File: src/rtl/hdf_pkg.sv
package hdf_pkg;
  localparam logic [5:0] OFS_CTRL = 6'h06;
  localparam logic [5:0] OFS_LEN  = 6'h10;
  localparam logic [5:0] OFS_DATA = 6'h12;
  localparam int BIT_EN   = 2;
  localparam int BIT_MISM = 3;
  localparam int BIT_FULL = 7;
  localparam logic [1:0] MODE_DEMAND = 2'b01;

  // control register image seen by the host
  function automatic logic [15:0] ctrl_word(input logic en, input logic mism, input logic full);
    logic [15:0] w;
    w = '0;
    w[BIT_EN]   = en;
    w[BIT_MISM] = mism;
    w[BIT_FULL] = full;
    return w;
  endfunction
endpackage

File: src/rtl/hdf_store.sv
module hdf_store #(
  parameter int DW    = 16,
  parameter int DEPTH = 8,
  localparam int PW   = $clog2(DEPTH)
) (
  input  logic          clk,
  input  logic          rst_n,
  input  logic          clr,
  input  logic          push,
  input  logic          pop,
  input  logic [DW-1:0] wdata,
  output logic [DW-1:0] rdata,
  output logic [PW:0]   occ,
  output logic          full
);
  logic [DW-1:0] mem [DEPTH];
  logic [PW:0]   wr_ptr, rd_ptr;

  assign occ   = wr_ptr - rd_ptr;
  assign full  = (occ == (PW+1)'(DEPTH));
  assign rdata = mem[rd_ptr[PW-1:0]];

  always_ff @(posedge clk) begin
    if (push) mem[wr_ptr[PW-1:0]] <= wdata;
  end

  always_ff @(posedge clk) begin
    if (!rst_n || clr) begin
      wr_ptr <= '0;
      rd_ptr <= '0;
    end else begin
      if (push) wr_ptr <= wr_ptr + 1'b1;
      if (pop)  rd_ptr <= rd_ptr + 1'b1;
    end
  end
endmodule

File: src/rtl/hdf_release.sv
module hdf_release #(
  parameter int DEPTH = 8,
  parameter int GROUP = 4,
  localparam int PW   = $clog2(DEPTH),
  localparam int GW   = (GROUP > 1) ? $clog2(GROUP) : 1
) (
  input  logic        clk,
  input  logic        rst_n,
  input  logic        clr,
  input  logic        push,
  input  logic        pop,
  output logic [PW:0] avail,
  output logic        group_done
);
  logic [GW-1:0] fill;

  function automatic logic [PW:0] avail_next(input logic [PW:0] cur, input logic grp, input logic take);
    logic [PW:0] v;
    v = cur;
    if (grp)  v = v + (PW+1)'(GROUP);
    if (take) v = v - 1'b1;
    return v;
  endfunction

  assign group_done = push && (fill == GW'(GROUP - 1));

  always_ff @(posedge clk) begin
    if (!rst_n || clr) begin
      fill  <= '0;
      avail <= '0;
    end else begin
      avail <= avail_next(avail, group_done, pop);
      if (group_done)  fill <= '0;
      else if (push)   fill <= fill + 1'b1;
    end
  end
endmodule

File: src/rtl/hdf_chan.sv
module hdf_chan #(
  parameter int CNT_W = 24,
  parameter int CIN_W = 32,
  parameter int LEN_W = 16
) (
  input  logic             clk,
  input  logic             rst_n,
  input  logic             arm,
  input  logic [CIN_W-1:0] count_in,
  input  logic [LEN_W-1:0] len,
  input  logic             pop,
  output logic [CNT_W-1:0] count,
  output logic             done,
  output logic             last,
  output logic             mism
);
  logic [CNT_W-1:0] load_val;

  assign load_val = count_in[CNT_W-1:0];
  assign last     = pop && (count == CNT_W'(1));

  always_ff @(posedge clk) begin
    if (!rst_n) begin
      count <= '0;
      done  <= 1'b0;
      mism  <= 1'b0;
    end else if (arm) begin
      count <= load_val;
      done  <= 1'b0;
      if (load_val != CNT_W'(len)) mism <= 1'b1;
    end else if (pop) begin
      count <= count - 1'b1;
      if (last) done <= 1'b1;
    end
  end
endmodule

File: src/rtl/host_dma_fifo_bridge.sv
module host_dma_fifo_bridge #(
  parameter int DATA_W = 16,
  parameter int DEPTH  = 8,
  parameter int GROUP  = 4,
  parameter int CNT_W  = 24,
  parameter int CIN_W  = 32,
  localparam int PW    = $clog2(DEPTH)
) (
  input  logic              clk,
  input  logic              rst_n,
  input  logic              host_wr,
  input  logic [5:0]        host_addr,
  input  logic [DATA_W-1:0] host_wdata,
  output logic [DATA_W-1:0] host_rdata,
  output logic              drop_flag,
  input  logic              chan_arm,
  input  logic [CIN_W-1:0]  chan_count_in,
  input  logic [1:0]        chan_mode,
  input  logic              dma_master_en,
  output logic              dreq,
  input  logic              dma_pop,
  output logic [DATA_W-1:0] pop_data,
  output logic [CNT_W-1:0]  chan_count,
  output logic              chan_done
);
  import hdf_pkg::*;

  logic              xfer_en;
  logic [DATA_W-1:0] len_reg;
  logic              data_wr, push, pop_ok, complete, full, mism, group_done;
  logic [PW:0]       occ, avail;

  assign data_wr = host_wr && (host_addr == OFS_DATA);
  assign pop_ok  = dma_pop && dreq && !chan_arm;
  assign push    = data_wr && xfer_en && !full && !complete;
  assign dreq    = (avail != '0) && (chan_mode == MODE_DEMAND) && dma_master_en
                   && (chan_count != '0);

  hdf_store #(.DW(DATA_W), .DEPTH(DEPTH)) u_store (
    .clk(clk), .rst_n(rst_n), .clr(complete), .push(push), .pop(pop_ok),
    .wdata(host_wdata), .rdata(pop_data), .occ(occ), .full(full)
  );

  hdf_release #(.DEPTH(DEPTH), .GROUP(GROUP)) u_release (
    .clk(clk), .rst_n(rst_n), .clr(complete), .push(push), .pop(pop_ok),
    .avail(avail), .group_done(group_done)
  );

  hdf_chan #(.CNT_W(CNT_W), .CIN_W(CIN_W), .LEN_W(DATA_W)) u_chan (
    .clk(clk), .rst_n(rst_n), .arm(chan_arm), .count_in(chan_count_in),
    .len(len_reg), .pop(pop_ok), .count(chan_count), .done(chan_done),
    .last(complete), .mism(mism)
  );

  always_ff @(posedge clk) begin
    if (!rst_n) begin
      xfer_en   <= 1'b0;
      len_reg   <= '0;
      drop_flag <= 1'b0;
    end else begin
      drop_flag <= data_wr && (!xfer_en || full);
      if (complete)
        xfer_en <= 1'b0;
      else if (host_wr && host_addr == OFS_CTRL)
        xfer_en <= host_wdata[BIT_EN];
      if (host_wr && host_addr == OFS_LEN)
        len_reg <= host_wdata;
    end
  end

  always_comb begin
    case (host_addr)
      OFS_CTRL: host_rdata = DATA_W'(ctrl_word(xfer_en, mism, full));
      OFS_LEN:  host_rdata = len_reg;
      default:  host_rdata = '0;
    endcase
  end
endmodule

File: config.mk
export PLATFORM = sky130hd
export DESIGN_NAME = host_dma_fifo_bridge
export DESIGN_NICKNAME = d
export VERILOG_FILES = /design/src/rtl/hdf_pkg.sv /design/src/rtl/hdf_store.sv /design/src/rtl/hdf_release.sv /design/src/rtl/hdf_chan.sv /design/src/rtl/host_dma_fifo_bridge.sv
export SDC_FILE = /design/constraint.sdc
export NUM_CORES = 1
export LEC_CHECK = 0
export BUFFER_PORTS_ARGS = -buffer_cell sky130_fd_sc_hd__buf_2
export CAP_MARGIN = 20
export CELL_PAD_IN_SITES_DETAIL_PLACEMENT = 0
export CELL_PAD_IN_SITES_GLOBAL_PLACEMENT = 2
export CORE_MARGIN = 5
export CORE_UTILIZATION = 40
export DETAILED_ROUTE_END_ITERATION = 10
export GPL_ROUTABILITY_DRIVEN = 0
export PLACE_DENSITY = 0.79
export SLEW_MARGIN = 20
export SYNTH_ARGS = -nofsm -noshare
export SYNTH_HDL_FRONTEND = slang
export SYNTH_SLANG_ARGS = --single-unit
File: constraint.sdc
create_clock -name clk -period 5.01 [get_ports clk]
set_input_delay 0.7515 -clock clk [delete_from_list [all_inputs] [get_ports clk]]
set_output_delay 0.7515 -clock clk [all_outputs]
set_load 0.01 [all_outputs]
==> flow_summary_export.csv <==
group,metric,value,unit
run_status,status,"complete, no violations",
timing,slew_viol_final,0,
synthesis,yosysWarnings,0,
setup_path,worst_setup_path_start_kind,"register",
synthesis,synth_cell_types,59,
power,p_seq_frac,0.532,
detailed_routing,routedWlPerCell,18.9,µm
hold_path,min-delay-path-class,"reg -> reg",
hold_path,min_path_cells,2,
power,power.total,3.19,mW
synthesis,synth_top_flop_cell,"edfxtp_1",
timing,rsz0062_at_grt,"no",
timing,relSlewSlack,0.378,
synthesis,syn_nets,667,
timing,max_freq,0.304,GHz
die,dieArea,0.0235,mm²
placement,io_buffers,112,
die,ioPinCount,121,
finish,drive_gt1_frac,0.315,
setup_path,critical_path_class,"reg -> reg",
timing,fin_skew,11.1,ps
setup_path,cp.required,5060,ps
setup_path,end_kind,"register",
clock_tree,cts_sinks,189,
die,rows,52,
global_route,antenna_found_initial,0,
synthesis,ys_ff_latch,189,
power,internal-power,2.44,mW
clock_tree,clkLatencyLatePin,430,ps
setup_path,rr_worst_depth,7,
timing,post-route-period-util,0.657,
global_route,grt_pass1_wl,29.8,mm
hold_path,hp-start,"u_release.fill[1]",
setup_path,crit_fanout,16,
finish,largest_reg_flops,128,
die,coreArea,0.0202,mm²
power,p_per_area,328,mW/mm²
detailed_routing,drt_first_pass_iters,4,
clock_tree,cts.path.max_buffers,2,
power,leakagePower,3.34,nW
synthesis,ys_top_cells_by_area,"edfxtp_1 (47%), dfxtp_1 (15%), mux4_2 (8.8%)",
finish,nFillCells,1792,
synthesis,synth_top_cell_area_share,0.467,
synthesis,synth-seq-area-share,0.615,
setup_path,r2r_slack,1720,ps
detailed_routing,antenna_left,0,
clock_tree,cts_setup_buffers,0,
finish,area.growth.synth_to_final,18.2,%
clock_tree,hold_buffers,0,
global_route,grt-ovfl-total,0,
synthesis,yosysTopAreaCell,"edfxtp_1",
die,die_y,153,µm
detailed_routing,viasPerCell,5.20,
timing,setup_tns,0,ps
power,switching_share,0.234,
clock_tree,htree_levels,4,
global_route,grt_pass1_vias,5363,
clock_tree,clk_pin_slew,70,ps
finish,mostFrequentLayoutCells,"edfxtp_1 (128), buf_2 (112), dfxtp_1 (59)",
finish,layout_commonest_cell,"edfxtp_1",
timing,final.min_clock_period,3290,ps
power,comb_power_share,0.045,
synthesis,synth-edff-count,128,
global_route,grt_max_degree,48,
placement,dp_hpwl,12.9,mm
detailed_routing,drc,0,
die,start_util,0.407,
finish,num-nets-final,774,
setup_path,crit-reg2reg-launch,"u_store.wr_ptr[1]",
setup_path,crit_start,"u_store.wr_ptr[1]",
timing,worstMarginPinSlew,933,ps
synthesis,postSynthAreaPerCell,13.9,µm²
timing,finalSetupViolCount,0,
job,max-cap-violations,0,
power,power.share.clock,0.423,
detailed_routing,vias,5123,
timing,hold_viol,0,
setup_path,crit_arrival,3340,ps
synthesis,async_reset_ff_frac,0,
clock_tree,cts_tree,"done",
power,switching_power,0.746,mW
power,ir_drop,0.234,mV
die,die_x,153,µm
clock_tree,cts_resized,0,
clock_tree,ctsRootBufferMaster,"clkbuf_16",
synthesis,netlist_area,0.00823,mm²
detailed_routing,drt-total-wl,18.6,mm
synthesis,synth_cells,594,
detailed_routing,drtIter0Drc,292,
clock_tree,cts-buffers-inserted,17,
global_route,grt_usage,0.162,
## area by class of cell
class / count / area [µm²] / share of cell area
sequential: 189 / 5070 / 0.521
multi-input combinational: 361 / 3050 / 0.314
timing repair buffer: 122 / 636 / 0.0654
clock buffer: 17 / 425 / 0.0437
tap: 270 / 338 / 0.0347
clock inverter: 15 / 164 / 0.0169
inverter: 10 / 37.5 / 0.00386
antenna: 1 / 2.50 / 0.000257
## synth_stat cells (16+ instances only)
cell type	number
nand3_1	22
nor2_1	25
o21ai_0	24
dfxtp_1	61
a21boi_0	16
nor3_1	16
nand2_1	35
mux4_2	32
xnor2_1	34
a21oi_1	27
clkbuf_1	26
mux2_2	16
edfxtp_1	128
## cell families after synthesis
logic type,count (synthesis),synth area share
adder cells (fa/ha/maj),11,0.0167
XOR/XNOR,45,0.0514
AND/OR/NAND/NOR,168,0.117
flip-flops,189,0.615
multiplexers,50,0.112
buffers and inverters,44,0.0214
AO/OA/AOI/OAI,87,0.0664
## worst max-delay path: stages, from the launching register on
cell and delay, ps:
dfxtp_1 610, ha_1 330, nor2b_1 140, o211ai_1 210, a21boi_1 170, nor3_1 370
nand2_1 250, nor3b_4 830
## final timing paths
kind | end
min | u_release.fill[1]
max reg2reg | u_store.mem[6][12]
min reg2reg | u_release.fill[1]
max | u_store.mem[6][12]
## layer usage
layer | vias up | wire, µm | track usage
li1 | 2465 | - | -
met1 | 2529 | 8460 | 0.216
met2 | 117 | 9030 | 0.264
met3 | 12 | 938 | 0.0441
met4 | 0 | 192 | 0.0408
met5 | - | 0 | 0
## power by group through the flow
stage,Clock (mW),Combinational (mW),Sequential [mW]
after detailed placement,0,0.144,1.73
after CTS,1.37,0.145,1.70
after global placement,0,0.141,1.73
after floorplan,0,0.0650,1.73
after global routing,1.45,0.160,1.70
final,1.35,0.144,1.70
## per-stage QoR
| step | util | hold slack [ps] | std cells | area [µm²] | setup WS, ps |
|---|---|---|---|---|---|
| 6_report | 0.481 | 476 | 985 | 9720 | 1720 |
| 3_5_place_dp | 0.451 | 465 | 952 | 9120 | 1470 |
| 5_1_grt | 0.480 | 492 | 984 | 9720 | 1370 |
| 4_1_cts | 0.480 | 477 | 984 | 9710 | 1490 |
| 3_3_place_gp | 0.451 | 444 | 952 | 9120 | 1480 |
| 2_1_floorplan | - | 436 | 594 | 8230 | 790 |
(Power assumes the default switching activity.)
